==> src/rtl/tc_pkg.sv <==
package tc_pkg;
  typedef enum logic [2:0] {
    ST_C0  = 3'd0,
    ST_C1  = 3'd1,
    ST_C2P = 3'd2,
    ST_C2  = 3'd3,
    ST_SLP = 3'd4
  } cst_e;

  // stop-clock slot: count below latched duty
  function automatic logic slot_hit(input int unsigned cnt, input int unsigned duty);
    return cnt < duty;
  endfunction

  // saturating increment
  function automatic int unsigned sat_inc(input int unsigned v, input int unsigned lim);
    return (v >= lim) ? lim : v + 1;
  endfunction

  function automatic logic in_win(input int unsigned v, input int unsigned lo,
                                  input int unsigned hi);
    return (v >= lo) && (v <= hi);
  endfunction
endpackage

==> src/rtl/tc_period.sv <==
module tc_period #(
  parameter int PERIOD_W = 10
) (
  input  logic                clk,
  input  logic                rst,
  input  logic                thr_req,
  input  logic [PERIOD_W-1:0] duty_in,
  output logic [PERIOD_W-1:0] duty_q,
  output logic                rollover,
  output logic                slot
);
  logic [PERIOD_W-1:0] cnt_q;

  assign rollover = &cnt_q;
  assign slot     = thr_req & tc_pkg::slot_hit(32'(cnt_q), 32'(duty_q));

  always_ff @(posedge clk) begin
    if (rst) begin
      cnt_q  <= '0;
      duty_q <= '0;
    end else begin
      cnt_q <= cnt_q + PERIOD_W'(1);
      if (rollover) duty_q <= duty_in;
    end
  end
endmodule

==> src/rtl/tc_cfsm.sv <==
module tc_cfsm
  import tc_pkg::*;
(
  input  logic clk,
  input  logic rst,
  input  logic slp_en,
  input  logic l2_rd,
  input  logic brk_ev,
  input  logic halt,
  input  logic sg_ack,
  input  logic slot,
  output cst_e state_q,
  output logic stp_q,
  output logic stp_nxt
);
  cst_e st_n;
  logic c2l_q, c2l_n;   // C2 held by a level-2 read (vs. throttle C2)

  always_comb begin
    st_n  = state_q;
    c2l_n = c2l_q;
    if (slp_en) begin
      st_n  = ST_SLP;
      c2l_n = 1'b0;
    end else begin
      unique case (state_q)
        ST_SLP: st_n = ST_C0;
        ST_C0: begin
          if (l2_rd)     st_n = ST_C2P;
          else if (halt) st_n = ST_C1;
        end
        ST_C1: begin
          if (l2_rd) st_n = ST_C2P;
          else if (stp_q && sg_ack) begin
            st_n  = ST_C2;
            c2l_n = 1'b0;
          end else if (!halt) st_n = ST_C0;
        end
        ST_C2P: begin
          if (brk_ev) st_n = ST_C0;
          else if (sg_ack) begin
            st_n  = ST_C2;
            c2l_n = 1'b1;
          end
        end
        ST_C2: begin
          if (c2l_q) begin
            if (brk_ev) begin
              st_n  = ST_C0;
              c2l_n = 1'b0;
            end
          end else if (l2_rd) c2l_n = 1'b1;
          else if (!slot)      st_n  = ST_C1;
        end
        default: st_n = ST_C0;
      endcase
    end
    stp_nxt = (st_n == ST_C2P) | ((st_n == ST_C2) && c2l_n) | ((st_n != ST_SLP) && slot);
  end

  always_ff @(posedge clk) begin
    if (rst) begin
      state_q <= ST_C0;
      c2l_q   <= 1'b0;
      stp_q   <= 1'b0;
    end else begin
      state_q <= st_n;
      c2l_q   <= c2l_n;
      stp_q   <= stp_nxt;
    end
  end
endmodule

==> src/rtl/tc_errwin.sv <==
module tc_errwin #(
  parameter int WIN_OPEN  = 6,
  parameter int WIN_CLOSE = 8
) (
  input  logic clk,
  input  logic rst,
  input  logic stp_nxt,
  input  logic stp_q,
  output logic win
);
  localparam int unsigned SAT = WIN_CLOSE + 1;
  localparam int SW = $clog2(SAT + 1);

  logic [SW-1:0] since_q;

  assign win = !stp_q && tc_pkg::in_win(32'(since_q), WIN_OPEN, WIN_CLOSE);

  always_ff @(posedge clk) begin
    if (rst)          since_q <= SW'(SAT);
    else if (stp_nxt) since_q <= '0;
    else              since_q <= SW'(tc_pkg::sat_inc(32'(since_q), SAT));
  end
endmodule

==> src/rtl/stopclk_arbiter.sv <==
module stopclk_arbiter #(
  parameter int PERIOD_W  = 10,
  parameter int WIN_OPEN  = 6,
  parameter int WIN_CLOSE = 8
) (
  input  logic                clk,
  input  logic                rst,
  input  logic                thr_en,
  input  logic                thr_force,
  input  logic                slp_en,
  input  logic                l2_rd,
  input  logic                brk_ev,
  input  logic                halt,
  input  logic                sg_ack,
  input  logic [PERIOD_W-1:0] duty_cnt,
  output logic                stpclk_n,
  output logic [2:0]          cstate,
  output logic                ferr_win
);
  logic                thr_req, slot, rollover, stp_q, stp_nxt;
  logic [PERIOD_W-1:0] duty_q;
  tc_pkg::cst_e        state_q;

  // sleep entry masks both throttle bits
  assign thr_req = (thr_en | thr_force) & ~slp_en;

  tc_period #(.PERIOD_W(PERIOD_W)) u_period (
    .clk(clk), .rst(rst), .thr_req(thr_req), .duty_in(duty_cnt),
    .duty_q(duty_q), .rollover(rollover), .slot(slot)
  );

  tc_cfsm u_fsm (
    .clk(clk), .rst(rst), .slp_en(slp_en), .l2_rd(l2_rd), .brk_ev(brk_ev),
    .halt(halt), .sg_ack(sg_ack), .slot(slot),
    .state_q(state_q), .stp_q(stp_q), .stp_nxt(stp_nxt)
  );

  tc_errwin #(.WIN_OPEN(WIN_OPEN), .WIN_CLOSE(WIN_CLOSE)) u_win (
    .clk(clk), .rst(rst), .stp_nxt(stp_nxt), .stp_q(stp_q), .win(ferr_win)
  );

  assign stpclk_n = ~stp_q;
  assign cstate   = state_q;
endmodule

==> config.mk <==
export PLATFORM = sky130hd
export DESIGN_NAME = stopclk_arbiter
export DESIGN_NICKNAME = d
export VERILOG_FILES = /design/src/rtl/tc_pkg.sv /design/src/rtl/tc_period.sv /design/src/rtl/tc_cfsm.sv /design/src/rtl/tc_errwin.sv /design/src/rtl/stopclk_arbiter.sv
export SDC_FILE = /design/constraint.sdc
export NUM_CORES = 1
export LEC_CHECK = 0
export BUFFER_PORTS_ARGS = -buffer_cell sky130_fd_sc_hd__buf_2
export CAP_MARGIN = 10
export CORE_MARGIN = 5
export CORE_UTILIZATION = 45
export DETAILED_ROUTE_END_ITERATION = 10
export PLACE_DENSITY = 0.7
export SLEW_MARGIN = 10
export SYNTH_ARGS = -nofsm -noshare
export SYNTH_HDL_FRONTEND = slang
export SYNTH_HIERARCHICAL = 1
export SYNTH_SLANG_ARGS = --single-unit
==> constraint.sdc <==
create_clock -name clk -period 3.6 [get_ports clk]
set_input_delay 0.18 -clock clk [delete_from_list [all_inputs] [get_ports clk]]
set_output_delay 0.18 -clock clk [all_outputs]
set_load 0.005 [all_outputs]
; ---- Word-level counts from Yosys, hierarchy flattened
; Index checks and enable logic that the tools add are counted.
[word_totals]
ff_bits = 29
latchBits = 0
ramBits = 0
rom_bits = 0
input_bits = 19
out_inout_bits = 5
elab_cells = 59
memories = 0
[classes]
addsub = 2
mul = 0
div = 0
magnitude_cmp = 4
eq_ne = 6
shifts = 0
mux = 24
n_bitwise = 7
reduce_logical = 9
[op_table]
columns = operator, count
row1 = $mux 3, 12
row2 = $eq 3x2->1 const B, 4
row3 = $pmux 3 s4, 1
row4 = $add 10x1->10 const B, 1
row5 = $lt 10x10->1, 1
row6 = $reduce_and 10->1, 1
row7 = $mux 1, 8
row8 = $mux 4, 2
row9 = $logic_and 1x1->1, 5
row10 = $add 4x1->4 const B, 1
row11 = $ge 4x3->1 const B, 1
row12 = $ge 4x4->1 const B, 1
row13 = $le 4x4->1 const B, 1
row14 = $eq 3x1->1 const B, 1
row15 = $logic_not 3->1, 1
row16 = $ne 3x3->1 const B, 1
row17 = $or 1x1->1, 3
row18 = $pmux 1 s3, 1
row19 = $reduce_or 3->1, 1
row20 = $and 1x1->1, 2
row21 = $not 1->1, 2
row22 = $logic_not 1->1, 1

; ---- Depth between registers and ports, before layout
[logic_depth]
depth_word = 13
depth_mapped = 11
ltp_nobuf = 11

; ---- Hierarchy
; Netlist, hierarchy kept.
[modules_own_cells]
columns = module, instances, cells_each, area_per_inst_um2, seq_area_each_um2
row1 = tc_period, 1, 106, 1001.0, 400.4
row2 = tc_cfsm, 1, 43, 375.4, 100.1
row3 = tc_errwin, 1, 24, 226.5, 80.1
row4 = stopclk_arbiter, 1, 2, 13.8, 0.0

; ---- Worst setup path after synthesis
; Ideal clock, no wire load.
[synth_timing]
kind = flip-flop to flip-flop
start = register u_period.duty_q[5]
end = register u_win.since_q[0]
setup_time_ns = 0.114
arrival_time_ns = 2.276
required_ns = 3.486
setup_slack_ns = 1.210
path_stages_with_launch = 12
n_path_buf = 0
period_less_slack_ns = 2.390
path_cell_list = dfxtp_1 -> inv_1 -> ha_1 -> a211oi_1 -> o221ai_1 -> a221oi_1 -> nor4b_1 -> o21ai_0 -> a32oi_1 -> a31oi_1 -> inv_1 -> a21o_1
[synth_via]
elab_chain_cells = 12
elab_cells_between_ends = 15
classes_between = 1 x order compare / 3 x eq/ne / 6 x mux / 3 x bitwise / 2 x reduce/logical
[synth_rtl]
columns = element, line
row1 = start: declaration, tc_period.sv:8  ; output logic [PERIOD_W-1:0] duty_q,
row2 = start signal: assignment, tc_period.sv:23  ; if (rollover) duty_q <= duty_in;
row3 = $lt 10x10->1 (*), tc_pkg.sv:12  ; return cnt < duty;
row4 = $and 1x1->1 (*), tc_period.sv:15  ; assign slot = thr_req & tc_pkg::slot_hit(32'(cnt_q), 32'(duty_q));
row5 = via slot, stopclk_arbiter.sv:20  ; logic thr_req, slot, rollover, stp_q, stp_nxt;
row6 = $mux 3, tc_cfsm.sv:53  ; else if (!slot) st_n = ST_C1;
row7 = $mux 3, tc_cfsm.sv:52  ; end else if (l2_rd) c2l_n = 1'b1;
row8 = $mux 3, tc_cfsm.sv:47  ; if (c2l_q) begin
row9 = $pmux 3 s4, tc_cfsm.sv:26  ; unique case (state_q)
row10 = $mux 3, tc_cfsm.sv:22  ; if (slp_en) begin
row11 = $eq 3x2->1, tc_cfsm.sv:58  ; stp_nxt = (st_n == ST_C2P) | ((st_n == ST_C2) && c2l_n) | ((st_n != ST_SLP) && slot);
row12 = $logic_and 1x1->1, tc_cfsm.sv:58
row13 = $or 1x1->1, tc_cfsm.sv:58
row14 = $or 1x1->1 (*), tc_cfsm.sv:58
row15 = via stp_nxt, stopclk_arbiter.sv:20
row16 = $mux 4 (*), tc_errwin.sv:20  ; else if (stp_nxt) since_q <= '0;
row17 = end signal: assignment, tc_errwin.sv:19  ; if (rst) since_q <= SW'(SAT);
row18 = end signal: assignment, tc_errwin.sv:21  ; else since_q <= SW'(tc_pkg::sat_inc(32'(since_q), SAT));
row19 = end: declaration, tc_errwin.sv:14  ; logic [SW-1:0] since_q;
; Mark *: on every way through the listed nets, which the timed path passes. The rest lies on a longest branch.
; A chain may end at the register's enable or synchronous reset.

; ---- Worst setup path in the final report
[layout_timing]
start = register u_period.cnt_q[5]
end = register u_win.since_q[0]
[layout_via]
elab_chain_cells = 12
elab_cells_between_ends = 15
classes_between = 1 x order compare / 3 x eq/ne / 6 x mux / 3 x bitwise / 2 x reduce/logical
[layout_rtl]
columns = element, line
row1 = start: declaration, tc_period.sv:12  ; logic [PERIOD_W-1:0] cnt_q;
row2 = start signal: assignment, tc_period.sv:22  ; cnt_q <= cnt_q + PERIOD_W'(1);
row3 = $lt 10x10->1 (*), tc_pkg.sv:12
row4 = $and 1x1->1 (*), tc_period.sv:15
row5 = via slot, stopclk_arbiter.sv:20
row6 = $mux 3, tc_cfsm.sv:53
row7 = $mux 3, tc_cfsm.sv:52
row8 = $mux 3, tc_cfsm.sv:47
row9 = $pmux 3 s4, tc_cfsm.sv:26
row10 = $mux 3, tc_cfsm.sv:22
row11 = $eq 3x2->1, tc_cfsm.sv:58
row12 = $logic_and 1x1->1, tc_cfsm.sv:58
row13 = $or 1x1->1, tc_cfsm.sv:58
row14 = $or 1x1->1 (*), tc_cfsm.sv:58
row15 = via stp_nxt, stopclk_arbiter.sv:20
row16 = $mux 4 (*), tc_errwin.sv:20
; Marked as above.

==> report_table.html <==
<table>
<tr><th>Metric</th><th>Value</th></tr>
<tr><th colspan="2">CTS</th></tr>
<tr><td>Number of post-CTS setup repair buffers</td><td>0</td></tr>
<tr><td>Count of clock tree sinks</td><td>29</td></tr>
<tr><td>H-tree depth</td><td>2</td></tr>
<tr><td># resized after CTS</td><td>0</td></tr>
<tr><td>Insertion delay of the later-clocked pin in the worst-skew pair</td><td>about 330 ps</td></tr>
<tr><td>Root buf cell</td><td>sky130_fd_sc_hd__clkbuf_4</td></tr>
<tr><td>Hold-fix buffers, CTS</td><td>0</td></tr>
<tr><td>CTS Buf Count</td><td>5</td></tr>
<tr><td>Clock Tree Buf Depth</td><td>2</td></tr>
<tr><td>TritonCTS clock tree</td><td>yes</td></tr>
<tr><td>Post-CTS clock slew at the launch and capture registers of the worst setup and hold paths</td><td>about 90 ps</td></tr>
<tr><th colspan="2">Worst setup path</th></tr>
<tr><td>Endpoint of the worst setup timing path</td><td>u_win/since_q[0]</td></tr>
<tr><td>Register-to-register path setup slack</td><td>approximately 940 ps</td></tr>
<tr><td>Worst setup path startpoint</td><td>u_period/cnt_q[5]</td></tr>
<tr><td>Reg2reg end</td><td>u_win/since_q[0]</td></tr>
<tr><td>Launch instance of the worst register-to-register path</td><td>u_period/cnt_q[5]</td></tr>
<tr><td>Required time of the critical path</td><td>3830 ps</td></tr>
<tr><td>Number of cells on the worst reg-to-reg path</td><td>10</td></tr>
<tr><td>Crit end category</td><td>flop</td></tr>
<tr><td>Category of the worst setup path launch point</td><td>flop</td></tr>
<tr><td>Category of the critical setup timing path</td><td>flop to flop</td></tr>
<tr><td>Worst path arrival time</td><td>2890 ps</td></tr>
<tr><td>Peak fanout along the critical path</td><td>4</td></tr>
<tr><th colspan="2">STA</th></tr>
<tr><td>Fmax</td><td>roughly 380 MHz</td></tr>
<tr><td>Tightest slew margin relative to the limit</td><td>0.401</td></tr>
<tr><td>Final hold violation count</td><td>0</td></tr>
<tr><td>Summed negative setup slack over all endpoints</td><td>0 ps</td></tr>
<tr><td>Final setup violation count</td><td>0</td></tr>
<tr><td>Final number of max-transition violations</td><td>0</td></tr>
<tr><td>Post-route fraction of the period consumed by the critical path</td><td>0.740</td></tr>
<tr><td>Time the final worst path needs with I/O delays and setup</td><td>2660 ps</td></tr>
<tr><td>Clk_skew</td><td>4.32 ps</td></tr>
<tr><td>Worst slew pin tran</td><td>approximately 900 ps</td></tr>
<tr><td>Setup ws final</td><td>937 ps</td></tr>
<tr><td>Setup repair after global routing missed its margin</td><td>no</td></tr>
<tr><th colspan="2">Global routing</th></tr>
<tr><td>Vias in the first global route</td><td>1,209</td></tr>
<tr><td>Aggregate global-route resource usage</td><td>0.134</td></tr>
<tr><td>Initial antenna violation count</td><td>0</td></tr>
<tr><td>Global-route wire length before repair</td><td>5240 µm</td></tr>
<tr><td>Aggregate global routing overflow</td><td>0</td></tr>
<tr><td>Largest net degree at the start of global routing</td><td>30</td></tr>
<tr><th colspan="2">Detailed routing</th></tr>
<tr><td>Average vias per placed instance</td><td>approximately 5</td></tr>
<tr><td>Initial drt markers</td><td>40</td></tr>
<tr><td>Number of design rule violations left after detail routing</td><td>0</td></tr>
<tr><td>Aggregate routed wire length</td><td>2990 µm</td></tr>
<tr><td>Highest routing layer actually used</td><td>met4</td></tr>
<tr><td>Routed metal-1 wirelength</td><td>between 1000 and 1500 µm</td></tr>
<tr><td>Total via count in the routed design</td><td>approximately 1,200</td></tr>
<tr><td>Detailed-route wire length per cell</td><td>12.1 µm</td></tr>
<tr><td>Number of search-and-repair iterations in the first detailed-routing pass</td><td>4</td></tr>
<tr><td>Met2 wirelength from detailed routing</td><td>approximately 1400 µm</td></tr>
<tr><td>Met3 wire length</td><td>182 µm</td></tr>
<tr><td>Antenna-violating nets left</td><td>0</td></tr>
<tr><th colspan="2">Synthesis</th></tr>
<tr><td>Cell types with the largest area share after synthesis</td><td>sky130_fd_sc_hd__dfxtp_1, sky130_fd_sc_hd__ha_1, sky130_fd_sc_hd__mux2i_1</td></tr>
<tr><td>Largest area contributor in the synthesized netlist</td><td>sky130_fd_sc_hd__dfxtp_1</td></tr>
<tr><td>Cell Area, Synth</td><td>~1600 µm²</td></tr>
<tr><td>Synth top area share</td><td>0.359</td></tr>
<tr><td>Synthesized area per cell</td><td>between 9 and 10 µm²</td></tr>
<tr><td>Number of warning messages in the yosys log</td><td>6</td></tr>
<tr><td>Dominant register cell in the synthesized netlist</td><td>sky130_fd_sc_hd__dfxtp_1</td></tr>
<tr><td>Syn_nets</td><td>~210</td></tr>
<tr><td>Number of cells produced by synthesis</td><td>~180</td></tr>
<tr><td>Register bit count reported by yosys</td><td>29</td></tr>
<tr><td>Number of enable-type register cells in the synthesized netlist</td><td>0</td></tr>
<tr><td>Async SR Flop Fraction</td><td>0</td></tr>
<tr><td>Count of unique library cells instantiated by Yosys</td><td>46</td></tr>
<tr><td>Part of the Yosys area used for sequential elements</td><td>0.359</td></tr>
<tr><th colspan="2">Final layout</th></tr>
<tr><td>Commonest non-fill, non-tap cell in the layout</td><td>sky130_fd_sc_hd__dfxtp_1</td></tr>
<tr><td>Fraction of layout instances using a drive strength above 1</td><td>0.194</td></tr>
<tr><td>Synth-to-layout area growth</td><td>12.5%</td></tr>
<tr><td>Nets</td><td>233</td></tr>
<tr><td>Antenna Diode Count</td><td>0</td></tr>
<tr><td>Highest-count cells in the layout ignoring fill and taps</td><td>sky130_fd_sc_hd__dfxtp_1, sky130_fd_sc_hd__buf_2, sky130_fd_sc_hd__inv_1, sky130_fd_sc_hd__nor2_1, sky130_fd_sc_hd__ha_1</td></tr>
<tr><th colspan="2">Floorplanning</th></tr>
<tr><td>Die H</td><td>~70 µm</td></tr>
<tr><td>Number of top-level pins</td><td>24</td></tr>
<tr><td>Initial Utilization</td><td>0.473</td></tr>
<tr><td>Die X</td><td>about 70 µm</td></tr>
<tr><td>Core Region</td><td>roughly 3400 µm²</td></tr>
<tr><td>Placement Rows</td><td>21</td></tr>
<tr><td>Die area</td><td>~5000 µm²</td></tr>
<tr><th colspan="2">Power</th></tr>
<tr><td>Pwr/cell area</td><td>342 nW/µm²</td></tr>
<tr><td>Highest ir drop seen on vdd</td><td>0.199 mV</td></tr>
<tr><td>Post-layout total power</td><td>between 600 and 700 µW</td></tr>
<tr><td>Leakage</td><td>~0.00072 µW</td></tr>
<tr><th colspan="2">Outcome</th></tr>
<tr><td>Outcome</td><td>finished clean</td></tr>
<tr><th colspan="2">Flow run</th></tr>
<tr><td># Max-Cap Violations</td><td>0</td></tr>
<tr><th colspan="2">Place</th></tr>
<tr><td>DP HPWL</td><td>2240 µm</td></tr>
<tr><td>Count of buffers inserted at the top-level ports</td><td>23</td></tr>
<tr><td>Worst setup slack before clock tree synthesis</td><td>934 ps</td></tr>
<tr><td>GP Congestion</td><td>between 0.7 and 0.8</td></tr>
<tr><th colspan="2">Hold path</th></tr>
<tr><td>Type of the tightest min-delay check</td><td>input port to flop</td></tr>
<tr><td>Beginning of the worst hold path</td><td>duty_cnt[0]</td></tr>
<tr><td>Hold path depth</td><td>3</td></tr>
</table>
-- Yosys cell counts (3+ instances only) --
master                    count
sky130_fd_sc_hd__buf_6        3
sky130_fd_sc_hd__nor2b_1      3
sky130_fd_sc_hd__a21oi_1      6
sky130_fd_sc_hd__o21ai_0      4
sky130_fd_sc_hd__nor2_1      20
sky130_fd_sc_hd__ha_1        14
sky130_fd_sc_hd__nand3_1      5
sky130_fd_sc_hd__a21o_1       4
sky130_fd_sc_hd__xnor2_1      5
sky130_fd_sc_hd__dfxtp_1     29
sky130_fd_sc_hd__mux2i_1     10
sky130_fd_sc_hd__nor3_1       5
sky130_fd_sc_hd__inv_1       20
sky130_fd_sc_hd__nand2_1      5
-- cell families after synthesis --
group / count (synthesis) / share of synthesized area
AOI/OAI and AO/OA: 33 / 0.153
buffers and inverters: 25 / 0.0720
xor gates and xnor gates: 8 / 0.0480
and+or+nand+nor: 55 / 0.190
muxes: 11 / 0.0689
adders and majority gates: 14 / 0.108
DFF: 29 / 0.359
-- worst min path at each step --
stage	endpoint	slack [ps]
floorplan	u_fsm/state_q[2]	250
global placement	u_period/duty_q[2]	410
detailed placement	u_period/duty_q[0]	420
CTS	u_period/duty_q[0]	60
global route	u_period/duty_q[7]	70
finish	u_period/duty_q[0]	80
-- flip-flops by register name, summed over array words and instances, names as in the netlist --
| name | count |
|---|---|
| u_fsm/c2l_q | 1 |
| u_fsm/state_q | 3 |
| u_fsm/stp_q | 1 |
| u_period/cnt_q | 10 |
| u_period/duty_q | 10 |
| u_win/since_q | 4 |
-- power by group --
| group | internal (µW) | switching, µW |
|---|---|---|
| clock network | 113 | 111 |
| registers | 328 | 10.2 |
| logic | 29.4 | 30.2 |
| total | 471 | 152 |
-- per-stage QoR --
stage               cells  instance area, µm²  utilization  hold slack, ps
floorplan             175                1620            -             247
global placement      239                1750        0.512             414
detailed placement    239                1750        0.512             423
CTS                   247                1820        0.532            61.3
global route          247                1820        0.532            68.4
finish                247                1820        0.532            80.4
-- critical path, cell delays in order, from the launching register on --
cell	delay [ps]
sky130_fd_sc_hd__dfxtp_1	420
sky130_fd_sc_hd__ha_1	290
sky130_fd_sc_hd__a211oi_1	230
sky130_fd_sc_hd__o221ai_1	150
sky130_fd_sc_hd__a221oi_1	440
sky130_fd_sc_hd__nor4b_1	90
sky130_fd_sc_hd__o21ai_0	220
sky130_fd_sc_hd__a32oi_1	180
sky130_fd_sc_hd__a31oi_1	320
sky130_fd_sc_hd__inv_1	80
sky130_fd_sc_hd__a21o_1	160
-- layout make-up --
type	instances	area [µm²]
inverter	20	75.1
sequential	29	581
timing repair buffer	23	115
multi-input combinational	121	920
clock buffer	7	65.1
fill	355	1600
clock inverter	1	5.00
tap	46	57.6
-- routing by layer --
metal / track usage / vias up
met2: 0.215 / 30
li1: - / 663
met3: 0.0545 / 6
met1: 0.150 / 538
met4: 0.0745 / 0
met5: 0 / -
Power figures use the tool's default switching activity.
